### src/rtl/bdc_pkg.sv
package bdc_pkg;
  localparam int DATA_BITS = 6;
  localparam int NUM_BITS  = 4;
  localparam int CHAR_W    = DATA_BITS + 1;
  localparam int WIDE_W    = 8;

  // Odd parity: the returned bit makes the total number of ones odd.
  function automatic logic odd_par(input logic [DATA_BITS-1:0] d);
    return ~(^d);
  endfunction

  function automatic logic [NUM_BITS-1:0] tens_of(input logic [DATA_BITS-1:0] v);
    return NUM_BITS'(v / DATA_BITS'(10));
  endfunction

  function automatic logic [NUM_BITS-1:0] units_of(input logic [DATA_BITS-1:0] v);
    return NUM_BITS'(v % DATA_BITS'(10));
  endfunction

  function automatic logic [WIDE_W-1:0] dec_value(input logic [NUM_BITS-1:0] hi,
                                                  input logic [NUM_BITS-1:0] lo);
    return WIDE_W'(hi) * WIDE_W'(10) + WIDE_W'(lo);
  endfunction
endpackage

### src/rtl/bdc_b2d.sv
module bdc_b2d
  import bdc_pkg::*;
(
  input  logic [DATA_BITS-1:0] bin_i,
  output logic [DATA_BITS-1:0] hi_data_o,
  output logic [DATA_BITS-1:0] lo_data_o
);
  localparam int ZONE_W = DATA_BITS - NUM_BITS;

  // The zone bits are cleared as part of the result.
  assign hi_data_o = {{ZONE_W{1'b0}}, tens_of(bin_i)};
  assign lo_data_o = {{ZONE_W{1'b0}}, units_of(bin_i)};
endmodule

### src/rtl/bdc_d2b.sv
module bdc_d2b
  import bdc_pkg::*;
(
  input  logic [NUM_BITS-1:0]  hi_num_i,
  input  logic [NUM_BITS-1:0]  lo_num_i,
  output logic [DATA_BITS-1:0] hi_data_o,
  output logic [DATA_BITS-1:0] lo_data_o,
  output logic                 too_big_o
);
  logic [WIDE_W-1:0] value;

  assign value     = dec_value(hi_num_i, lo_num_i);
  assign lo_data_o = value[DATA_BITS-1:0];
  assign hi_data_o = '0;
  assign too_big_o = |value[WIDE_W-1:DATA_BITS];
endmodule

### src/rtl/bdc_ovf_reg.sv
module bdc_ovf_reg (
  input  logic clk,
  input  logic rst_n,
  input  logic set_i,
  input  logic clr_i,
  output logic flag_o
);
  always_ff @(posedge clk or negedge rst_n) begin
    if (!rst_n)     flag_o <= 1'b0;
    else if (set_i) flag_o <= 1'b1;   // set has priority over clear
    else if (clr_i) flag_o <= 1'b0;
  end

  assert_ovf_sticky_R7: assert property (@(posedge clk) disable iff (!rst_n)
    ($past(flag_o) && !$past(clr_i)) |-> flag_o);
  assert_ovf_clear_R7: assert property (@(posedge clk) disable iff (!rst_n)
    ($past(clr_i) && !$past(set_i)) |-> !flag_o);
  assert_ovf_source_R6: assert property (@(posedge clk) disable iff (!rst_n)
    $rose(flag_o) |-> $past(set_i));
endmodule

### src/rtl/bdc_converter.sv
module bdc_converter
  import bdc_pkg::*;
#(
  parameter int NUM_CHARS = 8,
  parameter int LO_SLOT   = 3,
  parameter int HI_SLOT   = 4,
  localparam int ACC_W    = NUM_CHARS * CHAR_W
) (
  input  logic             clk,
  input  logic             rst_n,
  input  logic             start,
  input  logic             to_decimal,
  input  logic             clr_ovf,
  input  logic [ACC_W-1:0] acc_in,
  output logic [ACC_W-1:0] acc_out,
  output logic             done,
  output logic             ovf_flag
);
  logic [CHAR_W-1:0]    lo_char_in, hi_char_in;
  logic [DATA_BITS-1:0] b2d_hi, b2d_lo, d2b_hi, d2b_lo;
  logic                 d2b_too_big;
  logic [DATA_BITS-1:0] new_hi_data, new_lo_data;
  logic [CHAR_W-1:0]    new_hi_char, new_lo_char;
  logic [ACC_W-1:0]     next_acc;
  logic                 ovf_set;

  assign lo_char_in = acc_in[LO_SLOT*CHAR_W +: CHAR_W];
  assign hi_char_in = acc_in[HI_SLOT*CHAR_W +: CHAR_W];

  bdc_b2d u_b2d (
    .bin_i     (lo_char_in[DATA_BITS-1:0]),
    .hi_data_o (b2d_hi),
    .lo_data_o (b2d_lo)
  );

  bdc_d2b u_d2b (
    .hi_num_i  (hi_char_in[NUM_BITS-1:0]),
    .lo_num_i  (lo_char_in[NUM_BITS-1:0]),
    .hi_data_o (d2b_hi),
    .lo_data_o (d2b_lo),
    .too_big_o (d2b_too_big)
  );

  assign new_hi_data = to_decimal ? b2d_hi : d2b_hi;
  assign new_lo_data = to_decimal ? b2d_lo : d2b_lo;
  assign new_hi_char = {odd_par(new_hi_data), new_hi_data};
  assign new_lo_char = {odd_par(new_lo_data), new_lo_data};
  assign ovf_set     = start && !to_decimal && d2b_too_big;

  for (genvar k = 0; k < NUM_CHARS; k++) begin : g_slot
    if (k == LO_SLOT) begin : g_lo
      assign next_acc[k*CHAR_W +: CHAR_W] = new_lo_char;
    end else if (k == HI_SLOT) begin : g_hi
      assign next_acc[k*CHAR_W +: CHAR_W] = new_hi_char;
    end else begin : g_keep
      assign next_acc[k*CHAR_W +: CHAR_W] = acc_in[k*CHAR_W +: CHAR_W];
      assert_keep_char_R10: assert property (@(posedge clk) disable iff (!rst_n)
        done |-> acc_out[k*CHAR_W +: CHAR_W] == $past(acc_in[k*CHAR_W +: CHAR_W]));
    end
  end

  always_ff @(posedge clk or negedge rst_n) begin
    if (!rst_n) begin
      acc_out <= '0;
      done    <= 1'b0;
    end else begin
      done <= start;
      if (start) acc_out <= next_acc;
    end
  end

  bdc_ovf_reg u_ovf (
    .clk    (clk),
    .rst_n  (rst_n),
    .set_i  (ovf_set),
    .clr_i  (clr_ovf),
    .flag_o (ovf_flag)
  );

  assert_odd_parity_R9: assert property (@(posedge clk) disable iff (!rst_n)
    done |-> ((^acc_out[LO_SLOT*CHAR_W +: CHAR_W]) && (^acc_out[HI_SLOT*CHAR_W +: CHAR_W])));
  assert_zone_clear_R3: assert property (@(posedge clk) disable iff (!rst_n)
    (done && $past(to_decimal)) |->
      (acc_out[LO_SLOT*CHAR_W+NUM_BITS +: 2] == 2'b00 &&
       acc_out[HI_SLOT*CHAR_W+NUM_BITS +: 2] == 2'b00));
  assert_hi_clear_R4: assert property (@(posedge clk) disable iff (!rst_n)
    (done && !$past(to_decimal)) |-> acc_out[HI_SLOT*CHAR_W +: DATA_BITS] == '0);
  assert_hold_R2: assert property (@(posedge clk) disable iff (!rst_n)
    !done |-> $stable(acc_out));
  assert_no_flag_b2d_R8: assert property (@(posedge clk) disable iff (!rst_n)
    ($past(start) && $past(to_decimal) && !$past(clr_ovf)) |-> ovf_flag == $past(ovf_flag));
endmodule

### config.mk
export PLATFORM = sky130hd
export DESIGN_NAME = bdc_converter
export DESIGN_NICKNAME = d
export VERILOG_FILES = /design/src/rtl/bdc_pkg.sv /design/src/rtl/bdc_b2d.sv /design/src/rtl/bdc_d2b.sv /design/src/rtl/bdc_ovf_reg.sv /design/src/rtl/bdc_converter.sv
export SDC_FILE = /design/constraint.sdc
export NUM_CORES = 1
export LEC_CHECK = 0
export ABC_AREA = 1
export BUFFER_PORTS_ARGS = -buffer_cell sky130_fd_sc_hd__buf_2
export CORE_MARGIN = 2
export CORE_UTILIZATION = 41
export DETAILED_ROUTE_END_ITERATION = 6
export GPL_TIMING_DRIVEN = 0
export PLACE_DENSITY = 0.73
export SKIP_LAST_GASP = 1
export SLEW_MARGIN = 20
export SYNTH_ARGS = -nofsm -noshare
export SYNTH_HDL_FRONTEND = slang
export SYNTH_SLANG_ARGS = --single-unit
### constraint.sdc
create_clock -name clk -period 0.8 [get_ports clk]
set_clock_uncertainty 0.2 [all_clocks]
set_input_delay 0.08 -clock clk [delete_from_list [all_inputs] [get_ports clk]]
set_output_delay 0.08 -clock clk [all_outputs]
set_load 0.005 [all_outputs]
==> results of run 1 <==
layout make-up:
class / count / area, um^2 / area share
multi-input cells: 250 / 1530 / 0.349
flip-flops and latches: 55 / 1380 / 0.314
inverters: 22 / 116 / 0.0265
clock buffers: 7 / 76.3 / 0.0174
plain buffers: 15 / 161 / 0.0368
well taps: 77 / 96.3 / 0.0220
repair buffers: 153 / 1020 / 0.233
clock inverters: 1 / 5.00 / 0.00114
metrics by stage:
stage	TNS [ns]	total power [mW]	std cells	utilization	instance area (um^2)
global route	-27.88	7.35	580	0.687	4390
detailed placement	-22.04	4.84	531	0.560	3580
global placement	-48.80	4.77	531	0.560	3570
CTS	-23.74	6.71	574	0.651	4160
floorplan	-8.57	4.13	343	-	2920
finish	-23.94	6.92	580	0.687	4390
where the power goes:
| group | switching [mW] | internal, mW |
|---|---|---|
| combinational | 1.11 | 1.15 |
| clock | 0.838 | 0.617 |
| sequential | 0.143 | 3.05 |
metal layers:
| layer | GRT usage | share of wire | vias up |
|---|---|---|---|
| met5 | 0 | 0 | - |
| met4 | 0.0707 | 0.020 | 0 |
| met3 | 0.0337 | 0.043 | 14 |
| met2 | 0.357 | 0.54 | 76 |
| met1 | 0.233 | 0.39 | 1298 |
| li1 | - | - | 1366 |
logic make-up (layout without fill, tap and decap cells):
family / after synthesis / count (layout) / share of synthesized area
DFF: 55 / 55 / 0.503
xor gates and xnor gates: 4 / 4 / 0.0128
other: 1 / 3 / 0.00137
adders and majority gates: 10 / 10 / 0.0513
and+or+nand+nor: 212 / 212 / 0.326
buffers and inverters: 38 / 198 / 0.0572
AOI/OAI and AO/OA: 21 / 21 / 0.0481
sequential cells by signal, indices dropped and copies added, names as in the netlist:
signal / flops
done: 1
acc_out: 53
u_ovf.flag_o: 1
synthesized netlist by cell type (3+ instances only):
master | instances | area (um^2)
nand2_1 | 169 | 634
dfrtp_1 | 55 | 1380
inv_1 | 20 | 75.1
nand3_1 | 17 | 85.1
nor2_1 | 13 | 48.8
clkbuf_1 | 11 | 41.3
o21ai_0 | 11 | 55.1
ha_1 | 8 | 100
a21oi_1 | 4 | 20.0
nand3_2 | 4 | 40.0
buf_4 | 3 | 22.5
worst max path at each step:
stage                    start                      end  depth (start not counted)
floorplan           acc_in[29]  acc_out[27]$_DFFE_PN0P_                         13
global placement    acc_in[29]  acc_out[27]$_DFFE_PN0P_                         14
detailed placement  acc_in[29]  acc_out[27]$_DFFE_PN0P_                         14
CTS                 acc_in[31]  acc_out[27]$_DFFE_PN0P_                         14
global route        acc_in[31]  acc_out[27]$_DFFE_PN0P_                         14
finish              acc_in[31]  acc_out[27]$_DFFE_PN0P_                         14
cell usage in the layout, fill, tap and decap left out, drive strengths merged, types with 5 or more instances in the layout:
| master | netlist | final |
|---|---|---|
| dfrtp | 55 | 55 |
| nand3 | 21 | 21 |
| ha | 8 | 8 |
| inv | 22 | 22 |
| buf | 5 | 156 |
| o21ai | 11 | 11 |
| nand2 | 173 | 173 |
| a21oi | 5 | 5 |
| clkbuf | 11 | 18 |
| nor2 | 14 | 14 |
worst max-delay path, stage by stage:
cell	delay (ns)
buf_8	0.10
ha_4	0.23
ha_4	0.16
fa_1	0.49
nand2_1	0.11
inv_2	0.06
nor2_4	0.10
o21ai_4	0.08
xnor2_2	0.19
nand3_2	0.09
nand2_1	0.07
nand2_1	0.04
nand3_1	0.07
nand2_1	0.05
what timing repair did:
action,CTS,global route
endpoints found under the hold margin,104,101
gates resized for setup,59,57
pin swaps,49,43
buffers inserted,37,12
setup endpoints to repair,87,108
==> impl_metrics.tcl, run 1 <==
set metrics [dict create \
    ant_nets 0 \
    r2r-end "acc_out[22]$_DFFE_PN0P_" \
    synthArstFlopShare 1.00 \
    io-pin-count 119 \
    crit_path_end_kind "flop" \
    period_minus_slack_ns 1.92 \
    tritoncts "built" \
    status "complete, but fails checks" \
    finalHoldViolCount 100 \
    rsz0062_at_grt "true" \
    place.gp.congestion 0.791 \
    violations "hold timing, setup timing" \
    leakage_nw 2.42 \
    numCtsBuffers 5 \
    antenna_cells 0 \
    portBuffers 111 \
    worstSetupStartpointType "input pin" \
    cp_max_fo 3 \
    core_mm2 0.00639 \
    peakVddDrop_mv 1.15 \
    setup_viol 89 \
    cp_data_arrival_time_ns 1.92 \
    grt_antenna_before_repair 0 \
    syn_area_per_cell_um2 8.02 \
    hold_buffers 1 \
    root_buffer "clkbuf_8" \
    slew_viol_final 0 \
    setup_ws_ns -1.12 \
    clock_path_buffers 2 \
    htreeDepth 2 \
    drc 0 \
    finalCritPeriodShare 2.39 \
    fillerInstances 527 \
    crit_required_ns 0.80 \
    syn-instance-count 341 \
    drive_above_1_share 0.499 \
    vias 2754 \
    dpl.hpwl_um 5000 \
    routed_wl_um 7420 \
    fp.dieArea_mm2 0.00734 \
    area_growth_syn_to_layout_pct 60.5 \
    rows 29 \
    wl_per_cell_um 12.8 \
    drt_iter0_drc 74 \
    die_width_um 85.7 \
    track_usage 0.197 \
    grt_pass1_wl_um 11600 \
    syn-cell-area_mm2 0.00273 \
    synth_edf_count 0 \
    r2r_start "acc_out[22]$_DFFE_PN0P_" \
    worstMarginPinSlew_ns 0.698 \
    clock-sinks 55 \
    setup.worst_path.class "in -> reg" \
    ys_ff_latch 55 \
    grt_overflow 0 \
    drv_cap 0 \
    via_per_inst 4.75 \
    ys_types 29 \
    power.density_mw_per_mm2 1580 \
    fmax_mhz 522 \
    initial_core_util 0.428 \
    grt_pass1_vias 2634 \
    yosysWarningCount 0 \
    die-height_um 85.7 \
    reg2reg_setup_slack_ns -0.13 \
    worstHoldPathType "in -> async" \
    grt_max_degree 56 \
    maxSlewHeadroom 0.535 \
    clk_pin_slew_ns 0.10 \
    place_ws_ns -1.55 \
    ys.flop_type "dfrtp_1" \
    nets 573 \
    holdWs_ns -0.392 \
    yosysSeqAreaShare 0.503 \
    reg2regPathDepth 3 \
    worstSkewPairLatency_ns 0.29 \
    dr.pass1.iters 4 \
]
(Power assumes the default switching activity.)
==> inputs of run 2 (changes only) <==
--- a/config.mk
+++ b/config.mk
@@ -6,12 +6,11 @@
 export NUM_CORES = 1
 export LEC_CHECK = 0
 export ABC_AREA = 1
-export BUFFER_PORTS_ARGS = -buffer_cell sky130_fd_sc_hd__buf_2
 export CORE_MARGIN = 2
 export CORE_UTILIZATION = 41
 export DETAILED_ROUTE_END_ITERATION = 6
+export DONT_BUFFER_PORTS = 1
 export GPL_TIMING_DRIVEN = 0
-export PLACE_DENSITY = 0.73
 export SKIP_LAST_GASP = 1
 export SLEW_MARGIN = 20
 export SYNTH_ARGS = -nofsm -noshare
==> run 2 against run 1 <==
Against the previous run:
- the flow still finishes with violations (hold timing, setup timing)
- non-clock buffer count decreased by 86
- sequential power increased by 3%
- register-to-register slack improved by 0.06 ns
- die area unchanged
- first-iteration DRC count decreased by 2.7%
- critical path type unchanged
- largest cell class unchanged
==> impl_metrics.tcl, run 2 (synthesis results as in run 1) <==
set metrics [dict create \
    status "complete, but fails checks" \
    violations "hold timing, setup timing" \
    reg2reg_setup_slack_ns -0.07 \
    wl_per_cell_um 13.6 \
    worstHoldPathType "in -> async" \
    leakage_nw 1.99 \
    holdWs_ns -0.742 \
    cp.depth 13 \
    max_flop_register "acc_out" \
    vias 2383 \
    worstSkewPairLatency_ns 0.30 \
    peakVddDrop_mv 1.02 \
    final_cell_mix "167 x nand2_1, 55 x dfrtp_1, 45 x dlygate4sd3_1" \
    core_mm2 0.00639 \
    largest_reg_flops 53 \
    ant_nets 0 \
    grt_overflow 0 \
    fmax_mhz 579 \
    top_usage_layer "met2" \
    dpl.hpwl_um 4440 \
    met1_usage 0.215 \
    clock-sinks 55 \
    use_met3 0.0664 \
    reg2regPathDepth 2 \
    track_usage 0.184 \
    portBuffers 0 \
    rows 29 \
    slowest_delay_ns 0.46 \
    grt_antenna_before_repair 0 \
    cp_cell_sequence "ha_4 > ha_4 > fa_2 > nand2_1 > inv_2 > nor2_2 > o21ai_2 > xnor2_2 > nand3_2 > nand2_1 > nand2_1 > nand3_1 > nand2_1" \
    seqPwrFrac 0.520 \
    setup.worst_path.class "in -> reg" \
    antenna_cells 0 \
    rsz0062_at_grt "true" \
    worstSetupStartpointType "input pin" \
    r2r-end "acc_out[24]$_DFFE_PN0P_" \
    tritoncts "built" \
    layout.cells.non_filler 494 \
    crit_family "adder cells" \
    p_comb_frac 0.243 \
    fin_util 0.612 \
    io-pin-count 119 \
    grt_pass1_vias 2382 \
    critPathBufInv 1 \
    period_minus_slack_ns 1.73 \
    drv_cap 0 \
    initial_core_util 0.428 \
    area_growth_syn_to_layout_pct 42.9 \
    switchingPower_mw 1.86 \
    dp.cells 420 \
    die-height_um 85.7 \
    clk_pin_slew_ns 0.10 \
    drt_iter0_drc 72 \
    finalCritPeriodShare 2.16 \
    postLayoutCellArea_mm2 0.00391 \
    intPower_mw 4.47 \
    die_width_um 85.7 \
    fillerInstances 581 \
    grt_util_met2 0.317 \
    path_common_cell "nand2_1" \
    place.gp.congestion 0.785 \
    swShare 0.294 \
    cp_max_fo 4 \
    place_ws_ns -1.39 \
    slowest_stage "fa_2" \
    numCtsBuffers 5 \
    slew_viol_final 0 \
    via_per_inst 4.82 \
    nets 487 \
    grt_pass1_wl_um 10900 \
    final_common_cell "nand2_1" \
    hold_buffers 45 \
    fp.dieArea_mm2 0.00734 \
    routed_wl_um 6720 \
    setup_viol 109 \
    root_buffer "clkbuf_8" \
    drc 0 \
    finalHoldViolCount 63 \
    clock_path_buffers 2 \
    grt_max_degree 56 \
    cp_data_arrival_time_ns 1.73 \
    crit_required_ns 0.81 \
    power.density_mw_per_mm2 1620 \
    r2r_start "acc_out[24]$_DFFE_PN0P_" \
    htreeDepth 2 \
    p_clk_frac 0.237 \
    drive_above_1_share 0.237 \
    dr.pass1.iters 4 \
    setup_ws_ns -0.927 \
    reg_top3 "acc_out x53, done x1, u_ovf.flag_o x1" \
    crit_path_end_kind "flop" \
    dpl_cell_area_mm2 0.00302 \
]
[run 2: per-layer routing]
metal | vias up | part of all wire
li1 | 1197 | -
met1 | 1102 | 0.39
met2 | 77 | 0.51
met3 | 7 | 0.087
met4 | 0 | 0.015
met5 | - | 0
[run 2: how the worst max path moves through the flow]
stage                     from                      end  slack (ns)
floorplan           acc_in[29]  acc_out[27]$_DFFE_PN0P_       -1.25
global placement    acc_in[29]  acc_out[27]$_DFFE_PN0P_       -1.36
detailed placement  acc_in[29]  acc_out[27]$_DFFE_PN0P_       -1.39
CTS                 acc_in[29]  acc_out[27]$_DFFE_PN0P_        -1.0
global route        acc_in[31]  acc_out[27]$_DFFE_PN0P_       -1.01
finish              acc_in[31]  acc_out[27]$_DFFE_PN0P_       -0.93
[run 2: power groups by stage]
stage | sequential, mW | combinational [mW] | clock (mW)
finish | 3.29 | 1.54 | 1.50
global route | 3.33 | 1.73 | 1.66
CTS | 3.30 | 1.34 | 1.57
detailed placement | 3.36 | 1.01 | 0
global placement | 3.35 | 0.987 | 0
floorplan | 3.27 | 0.858 | 0
[run 2: final cells by class]
type	instances	area, um^2	share of cell area
buffer	16	148	0.0378
clock buffer	6	72.6	0.0186
clock inverter	2	12.5	0.00320
inverter	22	143	0.0365
multi-input combinational	250	1420	0.364
sequential	55	1380	0.352
tap	77	96.3	0.0247
timing repair buffer	66	638	0.163
[run 2: through the flow]
| step | power [mW] | hold slack [ns] | setup TNS, ns |
|---|---|---|---|
| after global routing | 6.72 | -0.766 | -20.51 |
| after global placement | 4.33 | -0.415 | -11.88 |
| after floorplan | 4.13 | -0.416 | -8.57 |
| after detailed placement | 4.37 | -0.414 | -12.37 |
| after CTS | 6.21 | -0.754 | -16.54 |
| final | 6.33 | -0.742 | -16.42 |
[run 2: worst register-to-register path, cell delays in order (launching register included)]
cell and delay, ns:
dfrtp_1 0.42, nor2_1 0.10, a31oi_1 0.05
[run 2: timing repair]
action	CTS	global route
pin swaps	66	15
gates resized for setup	19	30
endpoints found under the setup margin	109	109
endpoints found under the hold margin	108	63
setup buffers	17	9
==> inputs of run 3 (changes only) <==
--- a/config.mk
+++ b/config.mk
@@ -6,11 +6,12 @@
 export NUM_CORES = 1
 export LEC_CHECK = 0
 export ABC_AREA = 1
-export CORE_MARGIN = 2
-export CORE_UTILIZATION = 41
+export CORE_MARGIN = 1.5
+export CORE_UTILIZATION = 55
 export DETAILED_ROUTE_END_ITERATION = 6
 export DONT_BUFFER_PORTS = 1
 export GPL_TIMING_DRIVEN = 0
+export PLACE_DENSITY = 0.73
 export SKIP_LAST_GASP = 1
 export SLEW_MARGIN = 20
 export SYNTH_ARGS = -nofsm -noshare
==> run 3 against run 2 <==
Against the previous run:
- the run still ends with hold timing, setup timing left
- total power fell by 2.2%
- clock power fell by 7%
- non-clock buffer count stayed put
- via count up 2.3%
- maximum frequency down 8.4%
==> impl_metrics.tcl, run 3 (synthesis results as in run 1) <==
set metrics [dict create \
    io-pin-count 119 \
    setup_viol 109 \
    clock-sinks 55 \
    dp.cells 410 \
    status "complete, but fails checks" \
    setup.worst_path.class "in -> reg" \
    grt_antenna_before_repair 0 \
    grt_overflow 0 \
    htreeDepth 2 \
    violations "hold timing, setup timing" \
    drt_iter0_drc 86 \
    dr.pass1.iters 4 \
    place.gp.congestion 0.729 \
    area_growth_syn_to_layout_pct 41.5 \
    core_mm2 0.00475 \
    hold_buffers 45 \
    grt_pass1_wl_um 9810 \
    routed_wl_um 6800 \
    layout.cells.non_filler 482 \
    crit_end "acc_out[27]$_DFFE_PN0P_" \
    portBuffers 0 \
    nets 487 \
    finalHoldViolCount 62 \
    via_per_inst 5.06 \
    worstSetupStartpointType "input pin" \
    final_common_cell "nand2_1" \
    ant_nets 0 \
    initial_core_util 0.575 \
    fp.dieArea_mm2 0.00540 \
    dpl.hpwl_um 4150 \
    tritoncts "built" \
    largest_reg_flops 53 \
    startpoint "acc_in[29]" \
    max_flop_register "acc_out" \
    period_minus_slack_ns 1.88 \
    reg2regPathDepth 2 \
    vias 2438 \
    slowest_delay_ns 0.45 \
    leakage_nw 1.97 \
    crit_path_end_kind "flop" \
    crit_required_ns 0.79 \
    fmax_mhz 531 \
    total_power_mw 6.19 \
    antenna_cells 0 \
    grt_max_degree 56 \
    root_buffer "clkbuf_8" \
    rsz0062_at_grt "true" \
    cp.depth 13 \
    drc 0 \
    reg2reg_setup_slack_ns -0.07 \
    numCtsBuffers 5 \
    power.density_mw_per_mm2 1600 \
    clk_pin_slew_ns 0.09 \
    slew_viol_final 0 \
    r2r_start "acc_out[49]$_DFFE_PN0P_" \
    die_width_um 73.5 \
    worstSkewPairLatency_ns 0.30 \
    final_cell_mix "165 x nand2_1, 55 x dfrtp_1, 45 x dlygate4sd3_1" \
    worstHoldPathType "in -> async" \
    reg_top3 "acc_out x53, done x1, u_ovf.flag_o x1" \
    rows 25 \
    crit_family "adder cells" \
    grt_pass1_vias 2277 \
    slowest_stage "fa_1" \
    finalCritPeriodShare 2.36 \
    drv_cap 0 \
    fillerInstances 313 \
    critPathBufInv 1 \
    cp_cell_sequence "ha_4 > ha_4 > fa_1 > nand2_1 > inv_2 > nor2_1 > o21ai_1 > xnor2_1 > nand3_2 > nand2_1 > nand2_1 > nand3_1 > nand2_1" \
    cp_data_arrival_time_ns 1.88 \
    wl_per_cell_um 14.1 \
    track_usage 0.234 \
    path_common_cell "nand2_1" \
    die-height_um 73.5 \
    holdWs_ns -0.736 \
    clock_path_buffers 2 \
    r2r-end "acc_out[49]$_DFFE_PN0P_" \
    drive_above_1_share 0.236 \
    cp_max_fo 3 \
    peakVddDrop_mv 0.860 \
    setup_ws_ns -1.08 \
]
[run 3: cell count changes in the layout (fill, tap and decap cells not counted), sizes merged]
cell    before  now
clkinv       3    2
clkbuf      17   16
[run 3: per-layer routing]
layer  vias to the layer above  wire (um)  global-route usage  part of all wire
met5                         -          0                   0                 0
met4                         0        165              0.0864             0.024
met3                        16        422              0.0549             0.062
met2                        87       3560               0.433              0.52
met1                      1138       2660               0.259              0.39
li1                       1197          -                   -                 -
[run 3: metrics by stage]
step | setup WS, ns | TNS (ns) | cell area [um^2] | utilization
finish | -1.08 | -16.48 | 3870 | 0.813
global route | -1.20 | -19.93 | 3870 | 0.813
CTS | -1.01 | -15.91 | 3670 | 0.772
detailed placement | -1.41 | -12.04 | 3010 | 0.632
global placement | -1.37 | -11.48 | 3010 | 0.632
floorplan | -1.25 | -8.57 | 2920 | -
[run 3: repair_timing]
item | 4_1_cts | 5_1_grt
endpoints found under the hold margin | 107 | 62
endpoints found under the setup margin | 109 | 109
buffers inserted | 12 | 9
gates resized for setup | 17 | 31
pin swaps | 65 | 25
cloned | 0 | 0
[run 3: how the worst min path moves through the flow]
stage,start,to,depth (start not counted)
CTS,rst_n,acc_out[18]$_DFFE_PN0P_,0
detailed placement,rst_n,acc_out[18]$_DFFE_PN0P_,0
finish,rst_n,acc_out[18]$_DFFE_PN0P_,0
global route,rst_n,acc_out[18]$_DFFE_PN0P_,0
global placement,rst_n,acc_out[18]$_DFFE_PN0P_,0
floorplan,rst_n,acc_out[0]$_DFFE_PN0P_,0
[run 3: cell type report]
class	count	area [um^2]	share of cell area
buffer	16	148	0.0382
clock buffer	5	68.8	0.0178
clock inverter	1	7.51	0.00194
inverter	22	126	0.0327
multi-input combinational	250	1420	0.367
sequential	55	1380	0.356
tap	67	83.8	0.0217
timing repair buffer	66	638	0.165
[run 3: report_power, final]
part | internal [mW] | switching [mW] | leakage, nW | total, mW
Clock | 0.582 | 0.810 | 0.0361 | 1.39
Sequential | 3.06 | 0.238 | 0.673 | 3.29
Combinational | 0.760 | 0.743 | 1.26 | 1.50
Total | 4.40 | 1.79 | 1.97 | 6.19
